<file path="src/rtl/spi_burst_pkg.sv">
package spi_burst_pkg;

  typedef enum logic [2:0] {
    ADDR_VER  = 3'd0,
    ADDR_GLB  = 3'd1,
    ADDR_XFER = 3'd2,
    ADDR_STAT = 3'd3,
    ADDR_FIFO = 3'd4,
    ADDR_CNT  = 3'd5,
    ADDR_TXD  = 3'd6,
    ADDR_RXD  = 3'd7
  } regAddrE;

  localparam int BIT_START   = 31;
  localparam int BIT_CSLVL   = 7;
  localparam int BIT_CSOWN   = 6;
  localparam int BIT_CPOL    = 1;
  localparam int BIT_CPHA    = 0;
  localparam int BIT_DONE    = 12;
  localparam int BIT_RXEMPTY = 1;
  localparam int BIT_TXFULL  = 0;
  localparam int BIT_TXRST   = 31;
  localparam int BIT_RXRST   = 15;

  // control -> datapath strobes
  typedef struct packed {
    logic       txPush;
    logic       txFlush;
    logic       rxPop;
    logic       rxFlush;
    logic       start;
    logic       cpol;
    logic       cpha;
    logic [7:0] wrByte;
  } ctrlStrobeT;

  // datapath -> control status
  typedef struct packed {
    logic       busy;
    logic       done;
    logic       txFull;
    logic       rxEmpty;
    logic [7:0] rxHead;
  } dpStatusT;

endpackage

</file>
<file path="src/rtl/spi_burst_fifo.sv">
module spi_burst_fifo #(
  parameter int DEPTH = 64,
  parameter int WIDTH = 8
) (
  input  logic             clk,
  input  logic             rstN,
  input  logic             flush,
  input  logic             push,
  input  logic             pop,
  input  logic [WIDTH-1:0] wrData,
  output logic [WIDTH-1:0] rdData,
  output logic             empty,
  output logic             full
);
  localparam int PW = $clog2(DEPTH);
  localparam int CW = $clog2(DEPTH + 1);

  logic [WIDTH-1:0] mem [DEPTH];
  logic [PW-1:0]    wrPtr, rdPtr;
  logic [CW-1:0]    fill;
  logic             doPush, doPop;

  assign empty  = (fill == '0);
  assign full   = (fill == CW'(DEPTH));
  assign doPush = push && !full;
  assign doPop  = pop && !empty;
  assign rdData = mem[rdPtr];

  always_ff @(posedge clk) begin
    if (doPush && !flush) mem[wrPtr] <= wrData;
  end

  always_ff @(posedge clk or negedge rstN) begin
    if (!rstN) begin
      wrPtr <= '0;
      rdPtr <= '0;
      fill  <= '0;
    end else if (flush) begin
      wrPtr <= '0;
      rdPtr <= '0;
      fill  <= '0;
    end else begin
      if (doPush) wrPtr <= (wrPtr == PW'(DEPTH - 1)) ? '0 : wrPtr + 1'b1;
      if (doPop)  rdPtr <= (rdPtr == PW'(DEPTH - 1)) ? '0 : rdPtr + 1'b1;
      fill <= fill + CW'(doPush) - CW'(doPop);
    end
  end

  // a push into a full FIFO leaves the fill level unchanged
  a_r9_full_push_ignored: assert property (@(posedge clk) disable iff (!rstN)
    (full && push && !pop && !flush) |=> $stable(fill));

endmodule

</file>
<file path="src/rtl/spi_burst_datapath.sv">
module spi_burst_datapath
  import spi_burst_pkg::*;
#(
  parameter int DEPTH       = 64,
  parameter int HALF_CYCLES = 2,
  parameter int CNT_W       = 16
) (
  input  logic             clk,
  input  logic             rstN,
  input  ctrlStrobeT       strobe,
  input  logic [CNT_W-1:0] burstLen,
  input  logic             miso,
  output dpStatusT         stat,
  output logic             sclk,
  output logic             mosi
);
  localparam int CW = $clog2(DEPTH + 1);
  localparam int TW = $clog2(HALF_CYCLES) + 1;

  logic [7:0]    txHead, rxPushData, txSh, rxSh, rxNext, loadVal;
  logic          txEmpty, txFull, rxEmpty, rxFull;
  logic          busy, tail, done, sclkR, cphaR, cpolR;
  logic [3:0]    edgeCnt;
  logic [TW-1:0] timer;
  logic [CW-1:0] bytesLeft, clampLen;
  logic          tick, edgeNow, even, sampleNow, shiftNow, lastEdge, loadByte;
  logic          startGo, zeroDone;

  spi_burst_fifo #(.DEPTH(DEPTH), .WIDTH(8)) uTxFifo (
    .clk(clk), .rstN(rstN), .flush(strobe.txFlush), .push(strobe.txPush),
    .pop(loadByte), .wrData(strobe.wrByte), .rdData(txHead),
    .empty(txEmpty), .full(txFull));

  spi_burst_fifo #(.DEPTH(DEPTH), .WIDTH(8)) uRxFifo (
    .clk(clk), .rstN(rstN), .flush(strobe.rxFlush), .push(lastEdge),
    .pop(strobe.rxPop), .wrData(rxPushData), .rdData(stat.rxHead),
    .empty(rxEmpty), .full(rxFull));

  assign clampLen = (burstLen > CNT_W'(DEPTH)) ? CW'(DEPTH) : CW'(burstLen);
  assign startGo  = strobe.start && !busy && (burstLen != '0);
  assign zeroDone = strobe.start && !busy && (burstLen == '0);
  assign tick     = (timer == TW'(HALF_CYCLES - 1));
  assign loadVal  = txEmpty ? 8'h00 : txHead;
  assign rxNext   = {rxSh[6:0], miso};
  assign rxPushData = cphaR ? rxNext : rxSh;

  always_comb begin
    edgeNow   = busy && !tail && tick;
    even      = ~edgeCnt[0];
    sampleNow = edgeNow && (cphaR ? !even : even);
    lastEdge  = edgeNow && (edgeCnt == 4'd15);
    shiftNow  = edgeNow && (cphaR ? (even && edgeCnt != 4'd0)
                                  : (!even && edgeCnt != 4'd15));
    loadByte  = 1'b0;
    if (startGo && !strobe.cpha) loadByte = 1'b1;
    if (edgeNow && cphaR && edgeCnt == 4'd0) loadByte = 1'b1;
    if (lastEdge && !cphaR && bytesLeft != CW'(1)) loadByte = 1'b1;
  end

  always_ff @(posedge clk or negedge rstN) begin
    if (!rstN) begin
      busy <= 1'b0; tail <= 1'b0; done <= 1'b0;
      edgeCnt <= '0; timer <= '0; bytesLeft <= '0;
      txSh <= '0; rxSh <= '0; sclkR <= 1'b0; cphaR <= 1'b0; cpolR <= 1'b0;
    end else begin
      done <= 1'b0;
      if (loadByte)      txSh <= loadVal;
      else if (shiftNow) txSh <= {txSh[6:0], 1'b0};
      if (sampleNow)     rxSh <= rxNext;
      if (!busy) begin
        sclkR   <= strobe.cpol;
        timer   <= '0;
        edgeCnt <= '0;
        if (startGo) begin
          busy      <= 1'b1;
          tail      <= 1'b0;
          bytesLeft <= clampLen;
          cphaR     <= strobe.cpha;
          cpolR     <= strobe.cpol;
        end
        if (zeroDone) done <= 1'b1;
      end else if (tick) begin
        timer <= '0;
        if (tail) begin
          busy <= 1'b0;
          tail <= 1'b0;
          done <= 1'b1;
        end else begin
          sclkR   <= ~sclkR;
          edgeCnt <= edgeCnt + 4'd1;
          if (edgeCnt == 4'd15) begin
            bytesLeft <= bytesLeft - CW'(1);
            if (bytesLeft == CW'(1)) tail <= 1'b1;
          end
        end
      end else begin
        timer <= timer + TW'(1);
      end
    end
  end

  assign sclk         = sclkR;
  assign mosi         = txSh[7];
  assign stat.busy    = busy;
  assign stat.done    = done;
  assign stat.txFull  = txFull;
  assign stat.rxEmpty = rxEmpty;

  // every burst leaves the clock back at its polarity level
  a_r5_idle_level: assert property (@(posedge clk) disable iff (!rstN)
    $fell(busy) |-> (sclk == cpolR));

  wire unusedRxFull = rxFull;

endmodule

</file>
<file path="src/rtl/spi_burst_ctrl.sv">
module spi_burst_ctrl
  import spi_burst_pkg::*;
#(
  parameter int          CNT_W     = 16,
  parameter logic [15:0] VER_MAJOR = 16'd1,
  parameter logic [15:0] VER_MINOR = 16'd3
) (
  input  logic             clk,
  input  logic             rstN,
  input  logic             regWrEn,
  input  logic             regRdEn,
  input  logic [2:0]       regAddr,
  input  logic [31:0]      regWrData,
  output logic [31:0]      regRdData,
  output ctrlStrobeT       strobe,
  output logic [CNT_W-1:0] burstLen,
  input  dpStatusT         stat,
  output logic             csN
);
  logic enR, masterR, cphaR, cpolR, csOwnR, csLvlR, startR, doneR;
  logic [CNT_W-1:0] cntR;
  logic wrXfer, startReq;

  assign wrXfer   = regWrEn && (regAddr == ADDR_XFER);
  assign startReq = wrXfer && regWrData[BIT_START] && enR && masterR && !startR;

  always_ff @(posedge clk or negedge rstN) begin
    if (!rstN) begin
      enR <= 1'b0; masterR <= 1'b0; cphaR <= 1'b0; cpolR <= 1'b0;
      csOwnR <= 1'b0; csLvlR <= 1'b1; startR <= 1'b0; doneR <= 1'b0;
      cntR <= '0;
    end else begin
      if (regWrEn && regAddr == ADDR_GLB) begin
        enR     <= regWrData[0];
        masterR <= regWrData[1];
      end
      if (wrXfer) begin
        cphaR  <= regWrData[BIT_CPHA];
        cpolR  <= regWrData[BIT_CPOL];
        csOwnR <= regWrData[BIT_CSOWN];
        csLvlR <= regWrData[BIT_CSLVL];
      end
      if (regWrEn && regAddr == ADDR_CNT) cntR <= regWrData[CNT_W-1:0];
      if (stat.done)     startR <= 1'b0;
      else if (startReq) startR <= 1'b1;
      if (stat.done) doneR <= 1'b1;
      else if (regWrEn && regAddr == ADDR_STAT && regWrData[BIT_DONE]) doneR <= 1'b0;
    end
  end

  always_comb begin
    strobe.txPush  = regWrEn && (regAddr == ADDR_TXD);
    strobe.wrByte  = regWrData[7:0];
    strobe.txFlush = regWrEn && (regAddr == ADDR_FIFO) && regWrData[BIT_TXRST];
    strobe.rxFlush = regWrEn && (regAddr == ADDR_FIFO) && regWrData[BIT_RXRST];
    strobe.rxPop   = regRdEn && (regAddr == ADDR_RXD);
    strobe.start   = startReq;
    strobe.cpha    = wrXfer ? regWrData[BIT_CPHA] : cphaR;
    strobe.cpol    = wrXfer ? regWrData[BIT_CPOL] : cpolR;
  end

  assign burstLen = cntR;
  assign csN      = csOwnR ? csLvlR : !stat.busy;

  always_comb begin
    regRdData = '0;
    case (regAddr)
      ADDR_VER:  regRdData = {VER_MAJOR, VER_MINOR};
      ADDR_GLB:  regRdData[1:0] = {masterR, enR};
      ADDR_XFER: begin
        regRdData[BIT_START] = startR;
        regRdData[BIT_CSLVL] = csLvlR;
        regRdData[BIT_CSOWN] = csOwnR;
        regRdData[BIT_CPOL]  = cpolR;
        regRdData[BIT_CPHA]  = cphaR;
      end
      ADDR_STAT: begin
        regRdData[BIT_DONE]    = doneR;
        regRdData[BIT_RXEMPTY] = stat.rxEmpty;
        regRdData[BIT_TXFULL]  = stat.txFull;
      end
      ADDR_CNT:  regRdData[CNT_W-1:0] = cntR;
      ADDR_RXD:  regRdData[7:0] = stat.rxEmpty ? 8'h00 : stat.rxHead;
      default:   regRdData = '0;
    endcase
  end

  // a burst is only accepted while the controller is enabled as master
  a_r2_start_needs_enable: assert property (@(posedge clk) disable iff (!rstN)
    $rose(startR) |-> (enR && masterR));

  // the start bit never drops without the completion flag being set
  a_r4_done_on_clear: assert property (@(posedge clk) disable iff (!rstN)
    $fell(startR) |-> doneR);

endmodule

</file>
<file path="src/rtl/spi_burst_master.sv">
module spi_burst_master
  import spi_burst_pkg::*;
#(
  parameter int          DEPTH       = 64,
  parameter int          HALF_CYCLES = 2,
  parameter int          CNT_W       = 16,
  parameter logic [15:0] VER_MAJOR   = 16'd1,
  parameter logic [15:0] VER_MINOR   = 16'd3
) (
  input  logic        clk,
  input  logic        rstN,
  input  logic        regWrEn,
  input  logic        regRdEn,
  input  logic [2:0]  regAddr,
  input  logic [31:0] regWrData,
  output logic [31:0] regRdData,
  output logic        sclk,
  output logic        mosi,
  input  logic        miso,
  output logic        csN
);
  ctrlStrobeT       strobe;
  dpStatusT         stat;
  logic [CNT_W-1:0] burstLen;

  spi_burst_ctrl #(.CNT_W(CNT_W), .VER_MAJOR(VER_MAJOR), .VER_MINOR(VER_MINOR)) uCtrl (
    .clk(clk), .rstN(rstN), .regWrEn(regWrEn), .regRdEn(regRdEn),
    .regAddr(regAddr), .regWrData(regWrData), .regRdData(regRdData),
    .strobe(strobe), .burstLen(burstLen), .stat(stat), .csN(csN));

  spi_burst_datapath #(.DEPTH(DEPTH), .HALF_CYCLES(HALF_CYCLES), .CNT_W(CNT_W)) uDp (
    .clk(clk), .rstN(rstN), .strobe(strobe), .burstLen(burstLen),
    .miso(miso), .stat(stat), .sclk(sclk), .mosi(mosi));

endmodule

</file>
<file path="config.mk">
export PLATFORM = sky130hd
export DESIGN_NAME = spi_burst_master
export DESIGN_NICKNAME = d
export VERILOG_FILES = /design/src/rtl/spi_burst_pkg.sv /design/src/rtl/spi_burst_fifo.sv /design/src/rtl/spi_burst_datapath.sv /design/src/rtl/spi_burst_ctrl.sv /design/src/rtl/spi_burst_master.sv
export SDC_FILE = /design/constraint.sdc
export NUM_CORES = 1
export LEC_CHECK = 0
export BUFFER_PORTS_ARGS = -buffer_cell sky130_fd_sc_hd__buf_4
export CORE_MARGIN = 3
export CORE_UTILIZATION = 29
export DETAILED_ROUTE_END_ITERATION = 10
export MAX_ROUTING_LAYER = met4
export SLEW_MARGIN = 20
export SYNTH_ARGS = -nofsm -noshare
export SYNTH_HDL_FRONTEND = slang
export SYNTH_SLANG_ARGS = --single-unit
</file>
<file path="constraint.sdc">
create_clock -name clk -period 3.2 [get_ports clk]
set_input_delay 0.16 -clock clk [delete_from_list [all_inputs] [get_ports clk]]
set_output_delay 0.16 -clock clk [all_outputs]
set_load 0.01 [all_outputs]
</file>
### Yosys cells after proc, flatten, opt, wreduce, memory -nomap -nowiden

Memories as Yosys holds them, arrays and structs flattened.
Index checks and enable logic that the tools add are counted.

| storage, ports and cells | value |
|---|---|
| bits in registers | 96 |
| memory bits (writable) | 1024 |
| input port bits | 40 |
| output and inout port bits | 35 |
| memories | 2 |

Memory list:

| memory | words | bits a word | read ports | clocked after Yosys merged registers in | wr ports | line | RTL |
|---|---|---|---|---|---|---|---|
| uDp.uRxFifo.mem | 64 | 8 | 1 | 0 | 1 | spi_burst_fifo.sv:18 | `logic [WIDTH-1:0] mem [DEPTH];` |
| uDp.uTxFifo.mem | 64 | 8 | 1 | 0 | 1 | spi_burst_fifo.sv:18 |  |

| operators by class | value |
|---|---|
| add/subtract/negate cells | 11 |
| order comparisons | 1 |
| equality and inequality tests | 21 |
| mux-type cells | 71 |
| bitwise operators | 3 |
| reduce and logical (&&, ||, !) cells | 65 |

Operator list:

| cell | count |
|---|---|
| 6-bit 2-to-1 mux | 12 |
| 7-bit 2-to-1 mux | 8 |
| 8-bit 2-to-1 mux | 5 |
| 1-bit logical AND | 35 |
| 1-bit 2-to-1 mux | 35 |
| 6-bit by 1-bit adder with 6-bit output, second input constant | 4 |
| 6-bit equality test, second input constant | 4 |
| 16-bit by 7-bit greater-than comparator with 1-bit output, second input constant | 1 |
| 16-bit zero test | 1 |
| 4-bit 2-to-1 mux | 4 |
| 16-bit nonzero test | 1 |
| 2-bit nonzero test | 8 |
| 7-bit by 1-bit adder with 7-bit output | 2 |
| 7-bit equality test, second input constant | 2 |
| 7-bit zero test | 2 |
| 7-bit by 1-bit subtractor with 7-bit output | 2 |
| 3-bit equality test, second input constant | 4 |
| 2-bit case mux with 6 select lines | 1 |
| 1-bit zero test | 11 |
| 4-bit case mux with 2 select lines | 1 |
| 7-bit by 1-bit equality test with 1-bit output, second input constant | 1 |
| 7-bit by 1-bit != test with 1-bit output, second input constant | 1 |
| 7-bit by 1-bit subtractor with 7-bit output, second input constant | 1 |
| 3-bit by 2-bit equality test with 1-bit output, second input constant | 2 |
| other kinds (17) | 24 |

### Depth between registers and ports, before layout

Gate-level depths: netlist of run 1.

| logic depth | value |
|---|---|
| word-level depth | 15 |
| gate-level depth with buffers | 18 |
| mapped depth without buffers | 17 |

### Hierarchy

From an unflattened synthesis of run 1, not the netlist that was laid out.

| second synthesis, totals | value |
|---|---|
| cells, all modules | 2442 |
| area, all modules | 45641.3 µm² |

Modules (own cells, without submodules):

| module | times used | cells each | area an instance (µm²) | sequential area each (µm²) |
|---|---|---|---|---|
| spi_burst_fifo (uDp.uRxFifo) | 1 | 1036 | 21069.0 | 15850.2 |
| spi_burst_fifo (uDp.uTxFifo) | 1 | 1086 | 21051.4 | 15850.2 |
| spi_burst_datapath | 1 | 188 | 2028.2 | 850.8 |
| spi_burst_ctrl | 1 | 132 | 1492.7 | 601.8 |

### Worst setup path before layout of run 1

Ideal clock, no wire load.

| path | value |
|---|---|
| path kind | reg2reg |
| start point | reg uDp.edgeCnt[0] |
| end point | reg uDp.uTxFifo.fill[6] |
| arrival | 3428 ps |
| slack | -364 ps |
| stages on the path, launching flop included | 18 |
| path buffers | 1 |
| period minus slack after synthesis | 3564 ps |
| cells stage by stage | dfrtp_1 > ha_1 > nand4_1 > a41o_1 > o31a_1 > a22oi_4 > buf_2 > ha_1 > inv_1 > ha_1 > inv_1 > fa_1 > nand2b_1 > a21oi_1 > o21ai_0 > a21oi_1 > or3_1 > a21oi_1 |

| between the ends | value |
|---|---|
| cells in the longest elaborated chain, start to end | 8 |
| elaborated cells on any way between the ends | 11 |
| those cells by class | add/sub (1); eq/ne (1); mux (3); reduce/logical (6) |

RTL lines:

| what | line | RTL |
|---|---|---|
| start, declared | spi_burst_datapath.sv:23 | `logic [3:0] edgeCnt;` |
| start signal, assigned | spi_burst_datapath.sv:90 | `edgeCnt <= edgeCnt + 4'd1;` |
| 4-bit equality test | spi_burst_datapath.sv:51 | `lastEdge = edgeNow && (edgeCnt == 4'd15);` |
| 1-bit logical AND | spi_burst_datapath.sv:51 |  |
| 1-bit logical AND (2 in series) | spi_burst_datapath.sv:57 | `if (lastEdge && !cphaR && bytesLeft != CW'(1)) loadByte = 1'b1;` |
| 1-bit 2-to-1 mux * | spi_burst_datapath.sv:57 |  |
| 1-bit logical AND * | spi_burst_fifo.sv:26 | `assign doPop = pop && !empty;` |
| 7-bit by 1-bit subtractor with 7-bit output * | spi_burst_fifo.sv:45 | `fill <= fill + CW'(doPush) - CW'(doPop);` |
| 7-bit 2-to-1 mux * | spi_burst_fifo.sv:38 | `end else if (flush) begin` |
| end signal, assigned | spi_burst_fifo.sv:45 |  |
| end, declared | spi_burst_fifo.sv:20 | `logic [CW-1:0] fill;` |

Every way passes the cells marked *; elsewhere a longest branch is shown, timed or not.
A chain may end at the register's enable or synchronous reset.

### Worst setup path in the final report of run 1

| path | value |
|---|---|
| start point | reg uDp.uRxFifo.rdPtr[0] |
| end point | out regRdData[7] |

| between the ends | value |
|---|---|
| cells in the longest elaborated chain, start to end | 3 |

RTL lines:

| what | line | RTL |
|---|---|---|
| start, declared | spi_burst_fifo.sv:19 | `logic [PW-1:0] wrPtr, rdPtr;` |
| start signal, assigned | spi_burst_fifo.sv:44 | `if (doPop) rdPtr <= (rdPtr == PW'(DEPTH - 1)) ? '0 : rdPtr + 1'b1;` |
| memory 64 x 8 bit | n/a |  |
| 8-bit 2-to-1 mux | spi_burst_ctrl.sv:83 | `ADDR_RXD: regRdData[7:0] = stat.rxEmpty ? 8'h00 : stat.rxHead;` |
| 2-bit case mux with 3 select lines | spi_burst_ctrl.sv:67 | `case (regAddr)` |
| end, declared | spi_burst_master.sv:16 | `output logic [31:0] regRdData,` |

Every way passes these cells.

==> results of run 1 <==
==> per-layer routing <==
layer | share of wire | global-route usage | vias up
met5 | 0 | - | -
met4 | 0.018 | 0.0270 | 0
met3 | 0.074 | 0.0292 | 141
met2 | 0.47 | 0.206 | 743
met1 | 0.44 | 0.190 | 12600
li1 | - | - | 10400
==> registers in the layout, indices dropped and copies added, names as in the netlist, 2 cells and up <==
register and count:
uDp.uRxFifo.fill 7, uDp.uTxFifo.rdPtr 6, uDp.uRxFifo.rdPtr 6, uDp.uRxFifo.wrPtr 6, uDp.uTxFifo.fill 7, uDp.uTxFifo.mem 512, uDp.rxSh 8, uDp.txSh 8
uDp.timer 2, uDp.uTxFifo.wrPtr 6, uDp.edgeCnt 4, uCtrl.burstLen 16, uDp.uRxFifo.mem 512, uDp.bytesLeft 7
==> layout by cell type (no fill, tap or decap), drive strengths merged, types with 8 or more instances in the layout <==
| master | instances |
|---|---|
| clkinv | 41 |
| a2111oi | 8 |
| mux4 | 245 |
| nand3b | 8 |
| a211oi | 9 |
| xnor2 | 9 |
| nand2 | 87 |
| and2 | 22 |
| mux2 | 55 |
| ha | 26 |
| o211ai | 13 |
| dlygate4sd3 | 16 |
| dfrtp | 95 |
| edfxtp | 1024 |
| nor2b | 22 |
| a21oi | 53 |
| xor2 | 8 |
| nor2 | 185 |
| a22oi | 36 |
| o21ai | 25 |
| inv | 46 |
| bufinv | 10 |
| a31oi | 16 |
| nor3 | 10 |
| or3 | 11 |
| conb | 14 |
| nand3 | 29 |
| mux2i | 104 |
| clkbuf | 140 |
| nand4 | 25 |
| a221oi | 9 |
| buf | 342 |
==> critical path, delay by kind of cell, from the launching register on <==
family                 cells  cell delay (ns)
and+or+nand+nor            2             0.54
AOI/OAI and AO/OA          1             0.11
DFF                        1             0.53
buffers and inverters      3             0.48
muxes                      2             1.02
==> through the flow <==
| step | hold WS, ns | worst slack (ns) | utilization | power [mW] |
|---|---|---|---|---|
| floorplan | -0.136 | -0.155 | - | 21.2 |
| global placement | 0.355 | -0.00360 | 0.321 | 23.2 |
| detailed placement | 0.360 | -0.0403 | 0.321 | 23.2 |
| CTS | 0.00832 | -0.382 | 0.348 | 36.3 |
| global route | 0.0271 | -0.415 | 0.351 | 37.7 |
| finish | 0.0214 | -0.353 | 0.351 | 36.2 |
==> worst paths after layout <==
path                                                       start                          endpoint  slack (ns)  cells after the start
worst min-delay path                                regWrData[3]   uDp.uTxFifo.mem[6][3]$_DFFE_PP_        0.02                      1
worst max-delay path            uDp.uRxFifo.rdPtr[0]$_DFFE_PN0P_                      regRdData[7]       -0.35                      8
worst max register to register     uDp.uRxFifo.fill[4]$_DFF_PN0_     uDp.uRxFifo.fill[6]$_DFF_PN0_        0.08                     17
min in group asynchronous                                   rstN  uDp.uRxFifo.rdPtr[3]$_DFFE_PN0P_        0.20                      2
max in group asynchronous                                   rstN        uDp.edgeCnt[1]$_DFFE_PN0P_        2.14                      3
worst min register to register            uDp.timer[0]$_DFF_PN0_            uDp.timer[0]$_DFF_PN0_        0.46                      1
==> power breakdown <==
part / internal (mW) / leakage, nW / switching (mW) / total, mW
combinational: 3.42 / 5.40 / 3.46 / 6.88
sequential: 16.3 / 10.8 / 0.404 / 16.7
clock: 7.11 / 1.70 / 5.54 / 12.6
==> cell usage after synthesis, drive strengths merged, types with 5 or more instances <==
library cell,n
mux2i,104
ha,26
a31oi,16
clkbuf,53
a21oi,53
edfxtp,1024
buf,92
or3b,5
a221oi,9
nor2,185
xnor2,9
and2,22
or3,11
nand3,29
nor4,5
nor3,10
mux4,245
a211oi,9
and3,6
nand2,87
nand3b,8
a21o,7
o21ai,25
a22oi,36
nand4,25
inv,41
mux2,55
o221ai,7
xor2,8
a2111oi,8
o211ai,13
nor2b,22
dfrtp,95
==> kinds of logic after synthesis <==
group	Yosys count
XOR/XNOR	17
other	1
AO/OA/AOI/OAI	219
buffers and inverters	187
AND/OR/NAND/NOR	436
multiplexers	404
adder cells (fa/ha/maj)	28
flip-flops	1120
==> cell type report <==
cell class                 instances  area, um^2
fill                           14400      101000
sequential                      1120       33200
multi-input combinational       1118       11700
timing repair buffer             361        3170
clock buffer                     139        2830
tap                             2044        2560
clock inverter                    61         688
inverter                          42         163
antenna                            2        5.00
==> what timing repair did <==
action / CTS / global route
cloned: 4 / 1
hold buffers: 16 / 0
setup buffers: 25 / 14
pin swaps: 14 / 21
gates resized for setup: 60 / 39
hold endpoints to repair: 86 / 0
endpoints found under the setup margin: 9 / 10
==> results by group, run 1 <==
Place
  – Inst Count DP: 4625
  – HPWL Detailed: 68800 um
  – Cell Area, Placed: 49700 um^2
  – GPL Wtd Cong: 0.863
  – Number of port buffers: 45

STA
  – Peak Freq: 0.281 GHz
  – Crit path time final: 3.55 ns
  – Actual slew at the worst max-slew pin: 1.13 ns
  – RSZ-0062 raised after global routing: true
  – Clk_skew: 0.0333 ns
  – Final Hold Viols: 0
  – Pins over their slew limit: 0
  – Fin crit share: 1.11
  – Setup tns final: -2.18 ns
  – Slew margin rel.: 0.249
  – Setup ws final: -0.353 ns
  – Final Setup Violations: 8

Synth
  – Cell accounting for the most synthesized area: edfxtp_1
  – Post-synthesis async set-or-reset flop share: 0.0857
  – Post-synth top area share: 0.678
  – Synth Area in XOR/XNOR: 0.00328
  – Most common flop cell mapped by yosys: edfxtp_1
  – Largest family of logic cells by synthesized area: multiplexers
  – EDFF count, synth: 1024
  – Yosys cell types: 79
  – Avg Inst Size Synth: 18.8 um^2
  – Post-Synth Adder-Cell Area: 0.00806
  – Simple-Gate Fraction of Synth Area: 0.0455
  – Syn. warnings: 0
  – Synth Cell Area: 45300 um^2
  – Cells after synthesis: 2412
  – Mux contribution to synthesized area: 0.158
  – Flops & latches, synth: 1120
  – Synth Area in Compound Gates: 0.0336
  – Register area share after synthesis: 0.731
  – Top post-synthesis cells by area: edfxtp_1, mux4_2, dfrtp_1, mux2i_1, nor2_1

Die
  – Core area: 155000 um^2
  – Die Wd: 401 um
  – Initial Util: 0.293
  – DIE HEIGHT: 401 um
  – Cell row count: 144
  – Die area: 161000 um^2
  – Ports: 75

Clock tree
  – Worst-path clk slew: 0.06 ns
  – CTS tree: built
  – H-Tree Depth: 3
  – Clock tree buffer depth: 3
  – Clock Tree Root: clkbuf_16
  – CTS Buf Count: 107
  – Clock Latency Late Sink: 0.72 ns
  – CTS sink cnt: 1120

Status
  – Status: finished, violations left
  – Failing checks: setup timing

Layout
  – Area delta synth->final: 19.6%
  – Final nets: 2818
  – Layout cell share with drive strength beyond 1: 0.309
  – Cell Count, Final, Fillers Out: 4887
  – Design area: 54300 um^2

Worst setup path
  – Worst-path cell chain: buf_4 > buf_16 > mux4_2 > mux4_2 > nand2_1 > a21oi_1 > or3_4 > buf_4
  – Critical Path End Type: primary output
  – Slowest cell on crit path: dfrtp_4
  – Critical path peak fanout: 12
  – Worst setup SP type: flop
  – Worst endpoint required time: 3.04 ns
  – CP arrival: 3.39 ns
  – Crit Path Category: flop to primary output
  – CP peak stage delay: 0.53 ns

Global routing
  – Wire length of the first global-routing pass: 161000 um
  – Global-route usage over all layers: 0.136
  – Number of global-route vias before repair: 23900
  – Initial antenna violation count: 3
  – Largest net degree at the start of global routing: 68
  – Grt ovf: 0

Min path
  – Hold Crit Class: input port to flop

Power and ir drop
  – Maximum vdd ir drop: 410 uV
  – P per Cell Area: 668 nW/um^2
  – Pleak: 17.9 nW

Job
  – Max-cap violations: 0

Drt
  – Antenna viol nets, final: 0
  – Avg Vias per Cell: 4.88
  – DR vias: 23800
  – DR iter-0 viols: 2281
  – Drt drc: 0
  – Routed WL per cell: 22.2 um
  – First drt pass iteration count: 7
  – Wirelength, routed: 109000 um
Power figures use the tool's default switching activity.
==> inputs of run 2 (changes only) <==
--- a/config.mk
+++ b/config.mk
@@ -9,6 +9,7 @@
 export CORE_MARGIN = 3
 export CORE_UTILIZATION = 29
 export DETAILED_ROUTE_END_ITERATION = 10
+export GPL_TIMING_DRIVEN = 0
 export MAX_ROUTING_LAYER = met4
 export SLEW_MARGIN = 20
 export SYNTH_ARGS = -nofsm -noshare
==> results by group, run 2 (synthesized netlist as in run 1, its figures left out) <==
STA
  – Final Setup Violations: 9 (was 8)
  – Peak Freq: 0.274 GHz (was 0.281 GHz)
  – Pins over their slew limit: 0 (unchanged)
  – Setup tns final: -2.24 ns (was -2.18 ns)
  – RSZ-0062 raised after global routing: true (unchanged)
  – Actual slew at the worst max-slew pin: 1.23 ns (was 1.13 ns)
  – Final Hold Viols: 0 (unchanged)
  – Slew margin rel.: 0.177 (was 0.249)
  – Fin crit share: 1.14 (was 1.11)
  – Crit path time final: 3.65 ns (was 3.55 ns)
  – Setup ws final: -0.447 ns (was -0.353 ns)
  – Clk_skew: 0.0360 ns (was 0.0333 ns)

Global routing
  – Wire length of the first global-routing pass: 172000 um (was 161000 um)
  – Grt ovf: 0 (unchanged)
  – Initial antenna violation count: 6 (was 3)
  – Number of global-route vias before repair: 24200 (was 23900)
  – Global-route usage over all layers: 0.148 (was 0.136)
  – Largest net degree at the start of global routing: 68 (unchanged)

Layout
  – Design area: 54000 um^2 (was 54300 um^2)
  – Filler cell count: 14400 (about the same)
  – Commonest non-fill, non-tap cell in the layout: edfxtp_1 (unchanged)
  – Cell Count, Final, Fillers Out: 4819 (was 4887)
  – Area delta synth->final: 19.1% (was 19.6%)
  – Commonest non-fill, non-tap cells in the layout: edfxtp_1, mux4_2, buf_4 (was edfxtp_1, buf_4, mux4_2)
  – Final nets: 2750 (was 2818)
  – Layout cell share with drive strength beyond 1: 0.308 (was 0.309)

Status
  – Failing checks: setup timing (unchanged)
  – Status: finished, violations left (unchanged)

Power and ir drop
  – Pleak: 17.3 nW (was 17.9 nW)
  – Maximum vdd ir drop: 481 uV (was 410 uV)
  – Design Power: 36.4 mW (was 36.2 mW)
  – P per Cell Area: 673 nW/um^2 (was 668 nW/um^2)

Clock tree
  – CTS tree: built (unchanged)
  – Worst-path clk slew: 0.06 ns (about the same)
  – Clock Tree Root: clkbuf_16 (unchanged)
  – CTS sink cnt: 1120 (unchanged)
  – Clock Latency Late Sink: 0.72 ns (about the same)
  – CTS Buf Count: 105 (was 107)
  – H-Tree Depth: 3 (unchanged)
  – Clock tree buffer depth: 3 (unchanged)

Worst setup path
  – Worst R2R Setup Slack: -0.02 ns (was 0.08 ns)
  – Slowest cell on crit path: clkbuf_2 (was dfrtp_4)
  – Worst setup path endpoint: regRdData[1] (was regRdData[7])
  – Worst reg-to-reg path cell count: 15 (was 17)
  – Reg2reg start: uCtrl.burstLen[7]$_DFFE_PN0P_ (was uDp.uRxFifo.fill[4]$_DFF_PN0_)
  – Critical path peak fanout: 10 (was 12)
  – RR Endpoint: uDp.uTxFifo.fill[6]$_DFF_PN0_ (was uDp.uRxFifo.fill[6]$_DFF_PN0_)
  – Crit Path Category: flop to primary output (unchanged)
  – CP arrival: 3.49 ns (was 3.39 ns)
  – Worst setup SP type: flop (unchanged)
  – Worst endpoint required time: 3.04 ns (about the same)
  – Most frequent cell on the critical path: buf_4
  – Critical path depth in cells: 6 (was 8)
  – CP peak stage delay: 0.55 ns (was 0.53 ns)
  – Critical Path End Type: primary output (unchanged)
  – Worst-path cell chain: buf_4 > clkbuf_2 > mux4_2 > a221oi_4 > o211ai_1 > buf_4 (was buf_4 > buf_16 > mux4_2 > mux4_2 > nand2_1 > a21oi_1 > or3_4 > buf_4)
  – Delay-heaviest family, CP: buffers and inverters (was multiplexers)
  – Buf+Inv Stages, Crit Path: 3 (unchanged)
  – Critical Path Start: uDp.uRxFifo.rdPtr[3]$_DFFE_PN0P_ (was uDp.uRxFifo.rdPtr[0]$_DFFE_PN0P_)

Die
  – Die area: 161000 um^2 (unchanged)
  – Initial Util: 0.293 (unchanged)
  – Cell row count: 144 (unchanged)
  – Die Wd: 401 um (unchanged)
  – Ports: 75 (unchanged)
  – Core area: 155000 um^2 (unchanged)
  – DIE HEIGHT: 401 um (unchanged)

Drt
  – Avg Vias per Cell: 5.02 (was 4.88)
  – Drt drc: 0 (unchanged)
  – Routed WL per cell: 24.6 um (was 22.2 um)
  – DR iter-0 viols: 2814 (was 2281)
  – Wirelength, routed: 118000 um (was 109000 um)
  – DR vias: 24200 (was 23800)
  – First drt pass iteration count: 5 (was 7)
  – Antenna viol nets, final: 0 (unchanged)

Job
  – Max-cap violations: 0 (unchanged)

Place
  – GPL Wtd Cong: 0.976 (was 0.863)
  – Cell Area, Placed: 48400 um^2 (was 49700 um^2)
  – Place WS: -0.807 ns (was -0.0403 ns)
  – HPWL Detailed: 73800 um (was 68800 um)
  – Number of port buffers: 45 (unchanged)
  – Inst Count DP: 4515 (was 4625)

Min path
  – Hold Crit Class: input port to flop (unchanged)
-- run 2: area by class of cell --
type,count,area [um^2],area share
sequential,1120,33200,0.614
multi-input combinational,1118,12300,0.228
clock buffer,138,2790,0.0517
tap,2044,2560,0.0473
timing repair buffer,154,1460,0.0270
buffer,141,1120,0.0207
clock inverter,58,472,0.00873
inverter,42,163,0.00301
antenna,4,10.0,0.000185
-- run 2: through the flow --
step | utilization | hold slack (ns)
6_report | 0.349 | 0.0403
5_1_grt | 0.349 | 0.0276
4_1_cts | 0.345 | 0.00437
3_5_place_dp | 0.313 | 0.0766
3_3_place_gp | 0.312 | 0.395
2_1_floorplan | - | -0.136
-- run 2: what timing repair did --
item / CTS / global route
cloned: 4 / 2
hold buffers: 20 / 2
gates resized for setup: 273 / 94
setup buffers: 51 / 29
endpoints found under the setup margin: 1050 / 631
pin swaps: 35 / 32
endpoints found under the hold margin: 141 / 2
-- run 2: power breakdown --
group          internal, mW  switching, mW  total, mW  leakage [nW]
logic                  3.59           4.22       7.81          4.94
registers              16.3          0.303       16.6          10.8
clock network          6.51           5.49       12.0          1.58
total                  26.4           10.0       36.4          17.3
-- run 2: worst min path at each step --
stage                             start  slack, ns                                to  cells after the start
after floorplan                    rstN      -0.14     uCtrl.burstLen[0]$_DFFE_PN0P_                      0
after global placement    regWrData[10]       0.39    uCtrl.burstLen[10]$_DFFE_PN0P_                      2
after detailed placement           rstN       0.08    uCtrl.burstLen[10]$_DFFE_PN0P_                      1
after CTS                  regWrData[7]      0.004  uDp.uTxFifo.mem[24][7]$_DFFE_PP_                      1
after global routing       regWrData[7]       0.03  uDp.uTxFifo.mem[24][7]$_DFFE_PP_                      1
final                      regWrData[7]       0.04  uDp.uTxFifo.mem[24][7]$_DFFE_PP_                      1
-- run 2: routing by layer --
layer,vias up,wire length (um),GRT usage
met5,-,0,-
li1,10300,-,-
met1,12700,49800,0.199
met2,998,55200,0.225
met4,0,3460,0.0417
met3,240,9950,0.0351
